$ cat src/rtl/alu_pkg.sv
// Package: shared widths, operation codes and flag-byte helpers for the
// accumulator arithmetic unit. Assumes an 8-bit datapath with 4-bit nibbles.
package alu_pkg;

    localparam int DATA_W = 8;
    localparam int NIB_W  = DATA_W / 2;
    localparam int OP_W   = 5;

    // flag bit positions inside the status byte
    localparam int F_SIGN = 7;
    localparam int F_ZERO = 6;
    localparam int F_HALF = 4;
    localparam int F_PAR  = 2;
    localparam int F_CRY  = 0;

    typedef enum logic [OP_W-1:0] {
        OP_ADD = 5'd0,  OP_ADC = 5'd1,  OP_SUB = 5'd2,  OP_SBB = 5'd3,
        OP_AND = 5'd4,  OP_XOR = 5'd5,  OP_OR  = 5'd6,  OP_CMP = 5'd7,
        OP_INC = 5'd8,  OP_DEC = 5'd9,  OP_RLC = 5'd10, OP_RRC = 5'd11,
        OP_RAL = 5'd12, OP_RAR = 5'd13, OP_CMA = 5'd14, OP_CMC = 5'd15,
        OP_STC = 5'd16, OP_DAA = 5'd17
    } alu_op_e;

    // Build a full flag byte from a result plus the two carries.
    function automatic logic [DATA_W-1:0] make_flags(input logic [DATA_W-1:0] r,
                                                     input logic half,
                                                     input logic cry);
        logic [DATA_W-1:0] f;
        f         = '0;
        f[F_SIGN] = r[DATA_W-1];
        f[F_ZERO] = (r == '0);
        f[F_HALF] = half;
        f[F_PAR]  = ~(^r);
        f[F_CRY]  = cry;
        return f;
    endfunction

endpackage

$ cat src/rtl/alu_addsub.sv
// Module: adder/subtractor with carry-in, producing the byte result, the
// carry (or borrow) out of the top bit and the carry (or borrow) out of the
// low nibble. Purely combinational; assumes W is even.
module alu_addsub #(
    parameter int W = alu_pkg::DATA_W
) (
    input  logic [W-1:0] a,
    input  logic [W-1:0] b,
    input  logic         cin,
    input  logic         sub,
    output logic [W-1:0] res,
    output logic         cout,
    output logic         hout
);
    localparam int H = W / 2;

    logic [W:0] full;
    logic [H:0] half;

    // Sum or difference at full and nibble width; bit W / H is carry or borrow.
    always_comb begin
        if (sub) begin
            full = {1'b0, a} - {1'b0, b} - {{W{1'b0}}, cin};
            half = {1'b0, a[H-1:0]} - {1'b0, b[H-1:0]} - {{H{1'b0}}, cin};
        end else begin
            full = {1'b0, a} + {1'b0, b} + {{W{1'b0}}, cin};
            half = {1'b0, a[H-1:0]} + {1'b0, b[H-1:0]} + {{H{1'b0}}, cin};
        end
    end

    assign res  = full[W-1:0];
    assign cout = full[W];
    assign hout = half[H];
endmodule

$ cat src/rtl/alu_bitops.sv
// Module: bitwise logic, rotates and complement on the accumulator. Gives the
// selected result and the carry a rotate produces. Combinational; codes that
// are not bit operations give the accumulator unchanged and keep carry.
module alu_bitops
    import alu_pkg::*;
#(
    parameter int W = DATA_W
) (
    input  logic [W-1:0]    a,
    input  logic [W-1:0]    b,
    input  logic            cy,
    input  logic [OP_W-1:0] op,
    output logic [W-1:0]    res,
    output logic            rot_cy
);
    // Select the bit-level result and rotate carry for the current code.
    always_comb begin
        res    = a;
        rot_cy = cy;
        case (op)
            OP_AND: res = a & b;
            OP_XOR: res = a ^ b;
            OP_OR:  res = a | b;
            OP_RLC: begin res = {a[W-2:0], a[W-1]}; rot_cy = a[W-1]; end
            OP_RRC: begin res = {a[0], a[W-1:1]};   rot_cy = a[0];   end
            OP_RAL: begin res = {a[W-2:0], cy};     rot_cy = a[W-1]; end
            OP_RAR: begin res = {cy, a[W-1:1]};     rot_cy = a[0];   end
            OP_CMA: res = ~a;
            default: ;
        endcase
    end
endmodule

$ cat src/rtl/alu_bcd_adj.sv
// Module: packed-BCD decimal adjust of the accumulator using the stored
// nibble carry and carry. Combinational; assumes an 8-bit byte of two digits.
module alu_bcd_adj #(
    parameter int W = alu_pkg::DATA_W
) (
    input  logic [W-1:0] a,
    input  logic         half_in,
    input  logic         cy_in,
    output logic [W-1:0] res,
    output logic         half_out,
    output logic         cy_out
);
    localparam int H = W / 2;
    localparam logic [H-1:0]  NIB_MAX = H'(9);
    localparam logic [H:0]    HI_MAX  = (H+1)'(9);
    localparam logic [W:0]    LO_FIX  = (W+1)'(6);
    localparam logic [W-1:0]  HI_FIX  = W'(8'h60);

    logic       lo_big;
    logic       lo_fix;
    logic       hi_fix;
    logic [W:0] step1;

    // Low-digit correction, then high-digit correction from the intermediate.
    always_comb begin
        lo_big   = (a[H-1:0] > NIB_MAX);
        lo_fix   = lo_big | half_in;
        step1    = {1'b0, a} + (lo_fix ? LO_FIX : '0);
        hi_fix   = (step1[W:H] > HI_MAX) | cy_in;
        res      = step1[W-1:0] + (hi_fix ? HI_FIX : '0);
        half_out = lo_fix & lo_big;
        cy_out   = cy_in | hi_fix;
    end
endmodule

$ cat src/rtl/acc_alu_unit.sv
// Module: accumulator plus five-flag status register around the arithmetic,
// bit-operation and decimal-adjust units. A load strobe commits the new
// values; per-code rules decide which flags change. Sync active-low reset.
module acc_alu_unit
    import alu_pkg::*;
(
    input  logic              clk,
    input  logic              rst_n,
    input  logic              load_en,
    input  logic [OP_W-1:0]   op_code,
    input  logic [DATA_W-1:0] operand,
    output logic [DATA_W-1:0] acc_out,
    output logic [DATA_W-1:0] flags_out
);
    logic [DATA_W-1:0] acc_q, flags_q;
    logic [DATA_W-1:0] acc_d, flags_d;

    logic [DATA_W-1:0] as_b, as_res, bo_res, da_res;
    logic              as_cin, as_sub, as_cout, as_hout;
    logic              bo_cy, da_half, da_cy;
    logic              cy_now;

    assign cy_now = flags_q[F_CRY];

    // Choose adder operand, carry-in and direction for the arithmetic codes.
    always_comb begin
        as_b   = operand;
        as_cin = 1'b0;
        as_sub = 1'b0;
        case (op_code)
            OP_ADC:         as_cin = cy_now;
            OP_SUB, OP_CMP: as_sub = 1'b1;
            OP_SBB: begin as_sub = 1'b1; as_cin = cy_now; end
            OP_INC:         as_b = DATA_W'(1);
            OP_DEC: begin as_b = DATA_W'(1); as_sub = 1'b1; end
            default: ;
        endcase
    end

    alu_addsub #(.W(DATA_W)) u_addsub (
        .a(acc_q), .b(as_b), .cin(as_cin), .sub(as_sub),
        .res(as_res), .cout(as_cout), .hout(as_hout)
    );

    alu_bitops #(.W(DATA_W)) u_bitops (
        .a(acc_q), .b(operand), .cy(cy_now), .op(op_code),
        .res(bo_res), .rot_cy(bo_cy)
    );

    alu_bcd_adj #(.W(DATA_W)) u_bcd (
        .a(acc_q), .half_in(flags_q[F_HALF]), .cy_in(cy_now),
        .res(da_res), .half_out(da_half), .cy_out(da_cy)
    );

    // Pick the next accumulator and apply the per-code flag update rule.
    always_comb begin
        acc_d   = acc_q;
        flags_d = flags_q;
        case (op_code)
            OP_ADD, OP_ADC, OP_SUB, OP_SBB: begin
                acc_d   = as_res;
                flags_d = make_flags(as_res, as_hout, as_cout);
            end
            OP_CMP: flags_d = make_flags(as_res, as_hout, as_cout);
            OP_INC, OP_DEC: begin
                acc_d   = as_res;
                flags_d = make_flags(as_res, as_hout, cy_now);
            end
            OP_AND: begin
                acc_d   = bo_res;
                flags_d = make_flags(bo_res, 1'b1, 1'b0);
            end
            OP_XOR, OP_OR: begin
                acc_d   = bo_res;
                flags_d = make_flags(bo_res, 1'b0, 1'b0);
            end
            OP_RLC, OP_RRC, OP_RAL, OP_RAR: begin
                acc_d          = bo_res;
                flags_d[F_CRY] = bo_cy;
            end
            OP_CMA: acc_d = bo_res;
            OP_CMC: flags_d[F_CRY] = ~cy_now;
            OP_STC: flags_d[F_CRY] = 1'b1;
            OP_DAA: begin
                acc_d   = da_res;
                flags_d = make_flags(da_res, da_half, da_cy);
            end
            default: ;
        endcase
    end

    // State registers: clear on reset, commit on the load strobe.
    always_ff @(posedge clk) begin
        if (!rst_n) begin
            acc_q   <= '0;
            flags_q <= '0;
        end else if (load_en) begin
            acc_q   <= acc_d;
            flags_q <= flags_d;
        end
    end

    assign acc_out   = acc_q;
    assign flags_out = flags_q;

    // no strobe, no change
    assert_hold_R2: assert property (@(posedge clk) disable iff (!rst_n)
        !load_en |=> ($stable(acc_q) && $stable(flags_q)));

    // zero flag agrees with the committed accumulator after an add
    assert_zero_flag_R3: assert property (@(posedge clk) disable iff (!rst_n)
        (load_en && op_code == OP_ADD) |=> (flags_q[F_ZERO] == (acc_q == '0)));

    // compare never writes the accumulator
    assert_cmp_keeps_acc_R6: assert property (@(posedge clk) disable iff (!rst_n)
        (load_en && op_code == OP_CMP) |=> $stable(acc_q));

    // increment and decrement keep carry
    assert_incdec_carry_R8: assert property (@(posedge clk) disable iff (!rst_n)
        (load_en && (op_code == OP_INC || op_code == OP_DEC))
        |=> (flags_q[F_CRY] == $past(flags_q[F_CRY])));

    // rotate left moves old bit 7 to carry, other flags kept
    assert_rotate_carry_R9: assert property (@(posedge clk) disable iff (!rst_n)
        (load_en && op_code == OP_RLC)
        |=> (flags_q[F_CRY] == $past(acc_q[DATA_W-1]) &&
             flags_q[DATA_W-1:1] == $past(flags_q[DATA_W-1:1])));

    // complement inverts the accumulator and leaves flags alone
    assert_cma_R11: assert property (@(posedge clk) disable iff (!rst_n)
        (load_en && op_code == OP_CMA)
        |=> (acc_q == ~$past(acc_q) && $stable(flags_q)));

    // unused codes write nothing
    assert_unused_code_R13: assert property (@(posedge clk) disable iff (!rst_n)
        (load_en && op_code > OP_DAA) |=> ($stable(acc_q) && $stable(flags_q)));
endmodule

$ cat config.mk
export PLATFORM = sky130hd
export DESIGN_NAME = acc_alu_unit
export DESIGN_NICKNAME = d
export VERILOG_FILES = /design/src/rtl/alu_pkg.sv /design/src/rtl/alu_addsub.sv /design/src/rtl/alu_bitops.sv /design/src/rtl/alu_bcd_adj.sv /design/src/rtl/acc_alu_unit.sv
export SDC_FILE = /design/constraint.sdc
export NUM_CORES = 1
export LEC_CHECK = 0
export ABC_AREA = 1
export CORE_ASPECT_RATIO = 1.25
export CORE_MARGIN = 2
export CORE_UTILIZATION = 35
export CTS_CLUSTER_DIAMETER = 80
export DETAILED_ROUTE_END_ITERATION = 8
export GPL_ROUTABILITY_DRIVEN = 0
export GPL_TIMING_DRIVEN = 0
export SLEW_MARGIN = 20
export SYNTH_ARGS = -nofsm -noshare
export SYNTH_HDL_FRONTEND = slang
export SYNTH_HIERARCHICAL = 1
export SYNTH_SLANG_ARGS = --single-unit
$ cat constraint.sdc
create_clock -name clk -period 9.1 [get_ports clk]
set_clock_uncertainty 0.15 [all_clocks]
set_input_delay 2.73 -clock clk [delete_from_list [all_inputs] [get_ports clk]]
set_output_delay 2.73 -clock clk [all_outputs]
set_load 0.02 [all_outputs]
**Word level (Yosys, flattened, before mapping)**

Cells that the tools add are included.

- Equality and inequality tests: 18
- Bitwise operators: 12
- Reduce and logical (&&, ||, !) cells: 25
- $lt $le $gt $ge: 2
- Add/sub/neg operators: 10
- Muxes and demuxes: 12

Operators by type and width:

| cell | number |
|---|---|
| $pmux 8 s8 | 1 |
| $eq 5x4->1 const B | 8 |
| $pmux 7 s4 | 1 |
| $logic_not 8->1 | 3 |
| $pmux 8 s3 | 1 |
| $reduce_xor 8->1 | 3 |
| $eq 5x3->1 const B | 4 |
| $eq 5x2->1 const B | 2 |
| $eq 5x5->1 const B | 2 |
| $reduce_or 2->1 | 5 |
| $add 8x8->9 | 1 |
| $add 8x9->9 | 1 |
| $add 9x1->9 | 1 |
| $mux 9 | 1 |
| $sub 8x8->9 | 1 |
| $sub 9x1->9 | 1 |
| $add 8x8->8 | 1 |
| $and 8x8->8 | 1 |
| $mux 8 | 1 |
| $not 8->8 | 1 |
| $or 8x8->8 | 1 |
| $reduce_or 4->1 | 2 |
| $reduce_or 8->1 | 1 |
| $xor 8x8->8 | 1 |
| other kinds (27) | 34 |

- Input port bits: 16
- Output and inout port bits: 16
- Bits in registers: 16
- Logic and storage cells: 82

**Logic depth before layout (Yosys ltp)**

Gate-level depths: netlist of the first run.

- Word-level depth: 11
- Depth in mapped cells: 26
- Depth with buffers taken out: 25

**Modules after synthesis**

Netlist of the first run, hierarchy kept.

By module, submodules not included:

| module | area an instance (um2) | sequential area each (um2) | cells each | times used |
|---|---|---|---|---|
| acc_alu_unit | 1481.4 | 260.2 | 252 | 1 |
| alu_addsub | 997.2 | 0.0 | 176 | 1 |
| alu_bitops | 967.2 | 0.0 | 192 | 1 |
| alu_bcd_adj | 301.5 | 0.0 | 43 | 1 |

**Worst setup path after synthesis of the first run**

No wires, ideal clock.

- Path kind: input port to flip-flop
- From: input op_code[2]
- To: register flags_q[2] (netlist: flags_out[2])
- Library setup time: 0.112 ns
- Buffers on the path: 0
- Required time: 8.838 ns
- Arrival: 5.416 ns
- Path slack: 3.422 ns
- Cell stages on the path: 21
- Cell sequence: inv_1 nand2_2 inv_2 nand2_1 inv_2 or2_2 fa_1 fa_1 nand2_1 nand2_1 nand2_2 o21ai_0 o21ai_0 inv_1 ha_1 xnor2_1 xnor2_1 nand2_1 nand3_1 nor2_1 nor2_1

- Cells in the longest elaborated chain, start to end: 9
- Elaborated cells between the ends (all ways): 37
- Those cells by class: add/sub: 4; eq/ne: 15; mux: 6; bitwise: 2; reduce/logical: 10

RTL lines:

| item | RTL line | RTL |
|---|---|---|
| from (decl) | acc_alu_unit.sv:10 | `input logic [OP_W-1:0] op_code,` |
| $eq 5x4->1 | acc_alu_unit.sv:30 | `case (op_code)` |
| $reduce_or 2->1 (no line) * | n/a |  |
| $mux 8 * | acc_alu_unit.sv:30 |  |
| via as_b[0] | acc_alu_unit.sv:18 | `logic [DATA_W-1:0] as_b, as_res, bo_res, da_res;` |
| $add 8x8->9 / $sub 8x8->9 (equally long branches) | alu_addsub.sv:26, alu_addsub.sv:23 |  |
| $add 9x1->9 / $sub 9x1->9 (equally long branches) | alu_addsub.sv:26, alu_addsub.sv:23 |  |
| $mux 9 * | alu_addsub.sv:22 | `if (sub) begin` |
| via as_res[4] | acc_alu_unit.sv:18 |  |
| $reduce_xor 8->1 * | alu_pkg.sv:33 | `f[F_PAR] = ~(^r);` |
| $not 1->1 * | alu_pkg.sv:33 |  |
| $pmux 7 s4 * | acc_alu_unit.sv:59 | `case (op_code)` |
| to (signal assigned) | acc_alu_unit.sv:99 | `flags_q <= flags_d;` |
| to (decl) | acc_alu_unit.sv:15 | `logic [DATA_W-1:0] acc_q, flags_q;` |

The timed path passes the listed nets; every way through them passes the cells marked *. The select of a mux whose other input is x is not followed.
A chain may end at the register's enable or synchronous reset.

**Final worst setup path of the first run**

- From: input op_code[3]
- To: register flags_q[2] (netlist: flags_out[2])

- Elaborated cells between the ends (all ways): 37
- Those cells by class: add/sub: 4; eq/ne: 15; mux: 6; bitwise: 2; reduce/logical: 10

RTL lines:

| item | RTL line | RTL |
|---|---|---|
| $eq 5x1->1 / $eq 5x2->1 (equally long branches) | acc_alu_unit.sv:30 |  |
| $reduce_or 2->1 (no line) * | n/a |  |
| $mux 1 * | acc_alu_unit.sv:30 |  |
| via as_cin | acc_alu_unit.sv:19 | `logic as_cin, as_sub, as_cout, as_hout;` |
| $add 9x1->9 / $sub 9x1->9 (equally long branches) | alu_addsub.sv:26, alu_addsub.sv:23 |  |
| $mux 9 * | alu_addsub.sv:22 |  |
| via as_res[4] | acc_alu_unit.sv:18 |  |
| $reduce_xor 8->1 * | alu_pkg.sv:33 |  |
| $not 1->1 * | alu_pkg.sv:33 |  |
| $pmux 7 s4 * | acc_alu_unit.sv:59 |  |

Marks and branches as above.

==> impl_metrics.tcl, run 1 <==
set metrics [dict create \
    tightestPinTransition_ns 0.713 \
    crit_fanout 10 \
    cts_buffers 3 \
    insertedDiodeCount 0 \
    syn_area_um2 3750 \
    critPathArrivalTime_ns 6.76 \
    fin_crit_sh_pct 74.5 \
    cp-end-kind "flip-flop" \
    hold_class "flip-flop to flip-flop" \
    synth_area_leader_cell "nand2_1" \
    drcViolationCount 0 \
    cts-htree-levels 1 \
    via_per_inst 4.91 \
    max_freq_ghz 0.148 \
    hold_depth 4 \
    cp.buffers_inverters 5 \
    synth_edf_count 0 \
    die_w_um 96.6 \
    min_from "flags_out[6]" \
    core_um2 10500 \
    cp_top_family "simple AND/OR/NAND/NOR gates" \
    synth_cell_types 35 \
    dp_hpwl_mm 8.85 \
    whs_ns 0.368 \
    rows 42 \
    required_ns 9.08 \
    vias 4069 \
    clockRootBuffer "clkbuf_16" \
    crit_chain "clkdlybuf4s50_1 -> nor2_1 -> nand2_1 -> nor3_1 -> inv_1 -> fa_1 -> inv_1 -> fa_1 -> inv_1 -> o21ai_0 -> nand2_1 -> a21oi_1 -> o21ai_0 -> o21ai_0 -> inv_1 -> ha_1 -> xnor2_1 -> xnor2_1 -> nand2_1 -> nand3_1 -> nor2_1 -> nor2_1" \
    period_needed_ns 6.78 \
    ys_top_cells_by_area "nand2_1 (18%), ha_1 (17%), inv_1 (13%)" \
    status "complete, no violations" \
    worst_path_most_repeated_cell "inv_1" \
    ff2ff_path_depth 24 \
    p_sw_share_pct 48.0 \
    post-place-ws_ns 2.09 \
    cp_slowest_cell "clkdlybuf4s50_1" \
    dr.pass1.iters 4 \
    cts_resized 0 \
    grt_pass1_vias 3854 \
    ys_seq_area_share_pct 6.94 \
    postCtsSetupRepairBufs 0 \
    grt_max_degree 17 \
    hold_viol_final 0 \
    cap_violations 0 \
    final_util_pct 40.7 \
    antenna_found_initial 0 \
    port_buffers 28 \
    die_h_um 120 \
    first_iter_violations 211 \
    setup_violations 0 \
    p_leak_nw 2.40 \
    wirelength_mm 10.9 \
    gr-total-overflow 0 \
    r2r-end "flags_out[2]" \
    hold_buffers 0 \
    switching_power_mw 0.226 \
    synthFlopType "dfxtp_1" \
    startpoint_type "primary input" \
    area_delta_synth_final_pct 14.2 \
    holdPathEnd "flags_out[6]" \
    reg2reg_from "acc_out[1]" \
    relSlewSlack_pct 52.4 \
    wl_per_cell_um 13.1 \
    clk_latency_ns 0.24 \
    grt_use_total_pct 19.3 \
    synth_seq_cells 13 \
    syn_area_per_cell_um2 5.65 \
    yosys_warnings 6 \
    p_int_mw 0.245 \
    drtAntennaViolNets 0 \
    power_density_nw_per_um2 110 \
    power_frac_comb_pct 65.2 \
    clk_pin_slew_ns 0.04 \
    regToRegSetupSlack_ns 4.57 \
    path_class "primary input to flip-flop" \
    start_util_pct 35.7 \
    grt_pass1_wl_mm 18.0 \
    finalMaxSlewViolations 0 \
    synth_top_area_share_pct 18.4 \
    synth-async-reset-ratio_pct 0 \
    cts_tree "built" \
    tns_ns 0 \
    nets 772 \
    critPathMaxStageDelay_ns 0.63 \
    fin_ws_ns 2.32 \
    dieArea_um2 11600 \
    rsz0062_at_grt "false" \
    ir_worst_vdd_mv 0.0524 \
    yosysMostFrequentCell "nand2_1" \
    clock_path_buffers 2 \
    synth_commonest_cells "nand2_1 (184), inv_1 (129), nand3_1 (73), nor2_1 (73), ha_1 (52)" \
    clockPowerShare_pct 17.6 \
    seqPwrFrac_pct 17.2 \
    synth_cells 663 \
    clock-sinks 13 \
    pin_count 32 \
    drive_above_1_share_pct 8.90 \
]
-- through the flow --
stage | total power [mW] | std cells | instance area [um^2]
after floorplan | 0.301 | 665 | 3750
after global placement | 0.381 | 825 | 4200
after detailed placement | 0.388 | 825 | 4200
after CTS | 0.472 | 829 | 4280
after global routing | 0.519 | 829 | 4280
final | 0.471 | 829 | 4280
-- flip-flops by register name, summed over array words and instances, names as in the netlist --
register,flops
flags_out,5
acc_out,8
-- cells in the final DEF (no fill, tap or decap), types with 7 or more instances in the layout --
| cell | n |
|---|---|
| nand2_2 | 11 |
| a21oi_1 | 17 |
| inv_2 | 7 |
| buf_4 | 7 |
| nand4_1 | 13 |
| o21ai_0 | 19 |
| nor2_2 | 7 |
| nand3_1 | 73 |
| inv_1 | 129 |
| dfxtp_1 | 13 |
| clkdlybuf4s50_1 | 28 |
| ha_1 | 52 |
| nand2_1 | 184 |
| nor2_1 | 73 |
-- cell families (layout without fill, tap and decap cells) --
kind of cell / Yosys count / in the layout / share of synthesized area (%)
simple gates: 384 / 384 / 46.6
buf+inv: 149 / 181 / 16.2
fa+ha+maj: 58 / 58 / 20.6
compound gates: 46 / 46 / 6.84
flops: 13 / 13 / 6.94
xor+xnor: 12 / 12 / 2.80
other cells: 1 / 3 / 0.100
-- worst max path at each step --
stage / startpoint / endpoint / depth (start not counted)
after CTS: op_code[3] / flags_out[2] / 22
after global routing: op_code[3] / flags_out[2] / 22
final: op_code[3] / flags_out[2] / 22
after global placement: op_code[3] / flags_out[2] / 22
after detailed placement: op_code[3] / flags_out[2] / 22
after floorplan: op_code[2] / flags_out[2] / 21
-- worst min-delay path, cell delays in order (launching register included) --
cell and delay, ns:
dfxtp_1 0.30, inv_1 0.05, nand2_1 0.04, nand2_1 0.05, nor2_1 0.03
-- cell type report --
class	instances	area, um^2
Clock inverter	1	5.00
Multi-Input combinational cell	503	2890
Inverter	136	510
Timing Repair Buffer	28	280
Fill cell	1168	6230
Tap cell	132	165
Sequential cell	13	260
Buffer	13	95.1
Clock buffer	3	75.1
-- metal layers --
metal  vias to the layer above  global-route usage (%)  wire length [um]
li1                       2118                       -                 -
met1                      1861                    24.9              4840
met2                        82                    34.6              5480
met3                         8                    1.44               444
met4                         0                    4.31               133
met5                         -                       0                 0
-- power by group through the flow --
stage               combinational, mW  clock [mW]  sequential, mW
CTS                             0.308      0.0833          0.0811
detailed placement              0.305           0          0.0823
floorplan                       0.220           0          0.0807
global placement                0.299           0          0.0817
finish                          0.307      0.0828          0.0808
global route                    0.350      0.0865          0.0826
Note: power is estimated with default switching activity, not from simulation.
==> inputs of run 2 (changes only) <==
clock period = 6.36 ns   (was 9.1 ns; I/O delays follow)
==> results of run 2 <==
The final DEF is identical to that of run 1. Status: complete, no violations.
Among the figures that moved: setup slack after placement 2.09 ns -> 0.167 ns; setup slack after layout 2.32 ns -> 0.405 ns; register-to-register setup slack 4.57 ns -> 1.83 ns; total power 0.471 mW -> 0.673 mW; worst IR drop on VDD 0.0524 mV -> 0.0750 mV
==> inputs of run 3 (changes only) <==
ABC_AREA = unset   (was 1)
==> impl_metrics.tcl, run 3 <==
set metrics [dict create \
    ys_seq_area_share_pct 7.27 \
    grt_max_degree 17 \
    cp_slowest_cell "clkdlybuf4s50_1" \
    core_um2 10100 \
    max_freq_ghz 0.164 \
    clk_latency_ns 0.24 \
    wirelength_mm 10.1 \
    cp-end-kind "flip-flop" \
    synthFlopType "dfxtp_1" \
    finalMaxSlewViolations 0 \
    final_cells 632 \
    grt_use_total_pct 18.2 \
    ir_worst_vdd_mv 0.116 \
    yosys_warnings 6 \
    die_w_um 94.5 \
    dr.pass1.iters 5 \
    grt_pass1_vias 3255 \
    tns_ns 0 \
    power_density_nw_per_um2 175 \
    crit_chain "clkdlybuf4s50_1 -> buf_4 -> and4b_1 -> inv_1 -> fa_1 -> nor2_1 -> a221oi_2 -> o41ai_1 -> mux2_1 -> a211o_1 -> inv_1 -> ha_1 -> xor2_1 -> xnor2_1 -> a2bb2oi_2 -> a311oi_2" \
    largest_register_ffs 8 \
    clockRootBuffer "clkbuf_16" \
    synth_seq_cells 13 \
    nets 578 \
    pin_count 32 \
    final_util_pct 41.2 \
    syn_area_per_cell_um2 7.65 \
    yosysMostFrequentCell "inv_1" \
    vias 3425 \
    critPathMaxStageDelay_ns 0.67 \
    die_h_um 117 \
    period_needed_ns 6.09 \
    p_leak_nw 1.83 \
    synth_top_area_share_pct 18.2 \
    synth_top_family_by_area "compound AO/OA/AOI/OAI gates" \
    tightestPinTransition_ns 0.794 \
    synth_mux_area_share_pct 4.05 \
    relSlewSlack_pct 47.0 \
    cp.buffers_inverters 4 \
    fillCellCount 1059 \
    synth-simple-area-share_pct 19.1 \
    required_ns 6.33 \
    port_buffers 26 \
    cts-htree-levels 1 \
    cap_violations 0 \
    layout.cells.most_common "inv_1" \
    rsz0062_at_grt "false" \
    gr-total-overflow 0 \
    drcViolationCount 0 \
    hold_class "flip-flop to flip-flop" \
    startpoint_type "primary input" \
    via_per_inst 5.42 \
    rows 41 \
    whs_ns 0.386 \
    first_iter_violations 218 \
    wl_per_cell_um 16.0 \
    critPathArrivalTime_ns 6.05 \
    path_class "primary input to flip-flop" \
    synth-async-reset-ratio_pct 0 \
    setup_violations 0 \
    cp_top_family "buffers and inverters" \
    multiInputGateArea_um2 2880 \
    seq_area_um2 260 \
    area_delta_synth_final_pct 15.8 \
    clk_pin_slew_ns 0.04 \
    synth_cells 468 \
    clock_path_buffers 2 \
    dp_hpwl_mm 8.15 \
    hold_viol_final 0 \
    crit_fanout 10 \
    grt_pass1_wl_mm 16.0 \
    synth-compound-area-share_pct 27.7 \
    drive_above_1_share_pct 13.5 \
    final_cell_mix "inv_1 (71), ha_1 (52), a21oi_1 (31)" \
    hold_buffers 0 \
    worst_path_most_repeated_cell "inv_1" \
    start_util_pct 35.6 \
    total_power_mw 0.724 \
    antenna_found_initial 0 \
    cts_tree "built" \
    status "complete, no violations" \
    syn_area_um2 3580 \
    synth_area_leader_cell "ha_1" \
    synth_commonest_cells "inv_1 (71), ha_1 (52), a21oi_1 (32)" \
    drtAntennaViolNets 0 \
    synth_cell_types 79 \
    synth_xor_area_share_pct 7.09 \
    dieArea_um2 11100 \
    placed_cells 625 \
    fin_crit_sh_pct 95.7 \
    clock-sinks 13 \
    cts_buffers 3 \
    synth_edf_count 0 \
    synthAdderAreaFrac_pct 21.5 \
    ys_top_cells_by_area "ha_1 (18%), inv_1 (7.4%), dfxtp_1 (7.3%)" \
    insertedDiodeCount 0 \
]
==> run 3: cell count changes in the layout (fill, tap and decap cells not counted), moves of 14 or more <==
cell / before / now
a21oi_1: 17 / 31
nor2_1: 73 / 23
nand3_1: 73 / 8
inv_1: 129 / 71
nand2_1: 184 / 16
==> run 3: layout make-up <==
cell class              count  area share [%]
plain buffers              27            4.74
clock buffers               3            1.81
clock inverters             1           0.121
inverters                  73            6.61
multi-input cells         357            69.5
flip-flops and latches     13            6.28
well taps                 129            3.89
repair buffers             29            7.06
==> run 3: worst register-to-register path, stage by stage, from the launching register on <==
cell      delay, ns
dfxtp_1        0.56
o21a_1         0.32
or2_2          0.32
ha_1           0.24
fa_1           0.44
and3_1         0.20
o31ai_1        0.24
o21ai_0        0.23
ha_1           0.25
fa_1           0.38
xor2_1         0.16
xnor2_1        0.32
inv_1          0.08
ha_1           0.29
xor2_1         0.17
xnor2_1        0.21
nand2_2        0.08
a311oi_2       0.22
==> run 3: logic make-up (layout without fill, tap and decap cells) <==
family / count (synthesis) / after routing
simple gates: 112 / 112
other cells: 1 / 3
compound gates: 141 / 141
buf+inv: 100 / 133
mux: 14 / 14
flops: 13 / 13
fa+ha+maj: 58 / 58
xor+xnor: 29 / 29
==> run 3: metal layers <==
metal	part of all wire, %	GRT usage [%]
met1	43	22.3
met3	4.0	1.66
met2	50	33.4
met5	0	0
met4	2.9	5.80
==> run 3: repair_timing <==
action,in CTS,in global routing
setup endpoints to repair,3,1
pin swaps,1,1
gates resized for setup,2,7
endpoints found under the hold margin,0,0
setup buffers,3,0
==> run 3: worst paths after layout <==
check,start,endpoint,slack (ns),depth (start not counted)
worst max register to register,acc_out[1],flags_out[2],1.40,17
worst min-delay path,flags_out[7],flags_out[7],0.39,2
worst max-delay path,op_code[0],flags_out[2],0.27,16
worst min register to register,flags_out[7],flags_out[7],0.39,2
==> run 3: metrics by stage <==
step / setup slack (ns) / cell area [um^2]
6_report: 0.272 / 4150
5_1_grt: 0.170 / 4150
4_1_cts: 0.0445 / 4130
3_5_place_dp: -0.548 / 4010
3_3_place_gp: -0.474 / 4010
2_1_floorplan: 0.964 / 3590
==> run 3: report_power, final <==
| group | internal (mW) | total, mW | leakage, nW | switching (mW) |
|---|---|---|---|---|
| sequential | 0.0896 | 0.116 | 0.107 | 0.0266 |
| combinational | 0.220 | 0.488 | 1.68 | 0.268 |
| clock | 0.0837 | 0.119 | 0.0409 | 0.0355 |
| total | 0.394 | 0.724 | 1.83 | 0.330 |
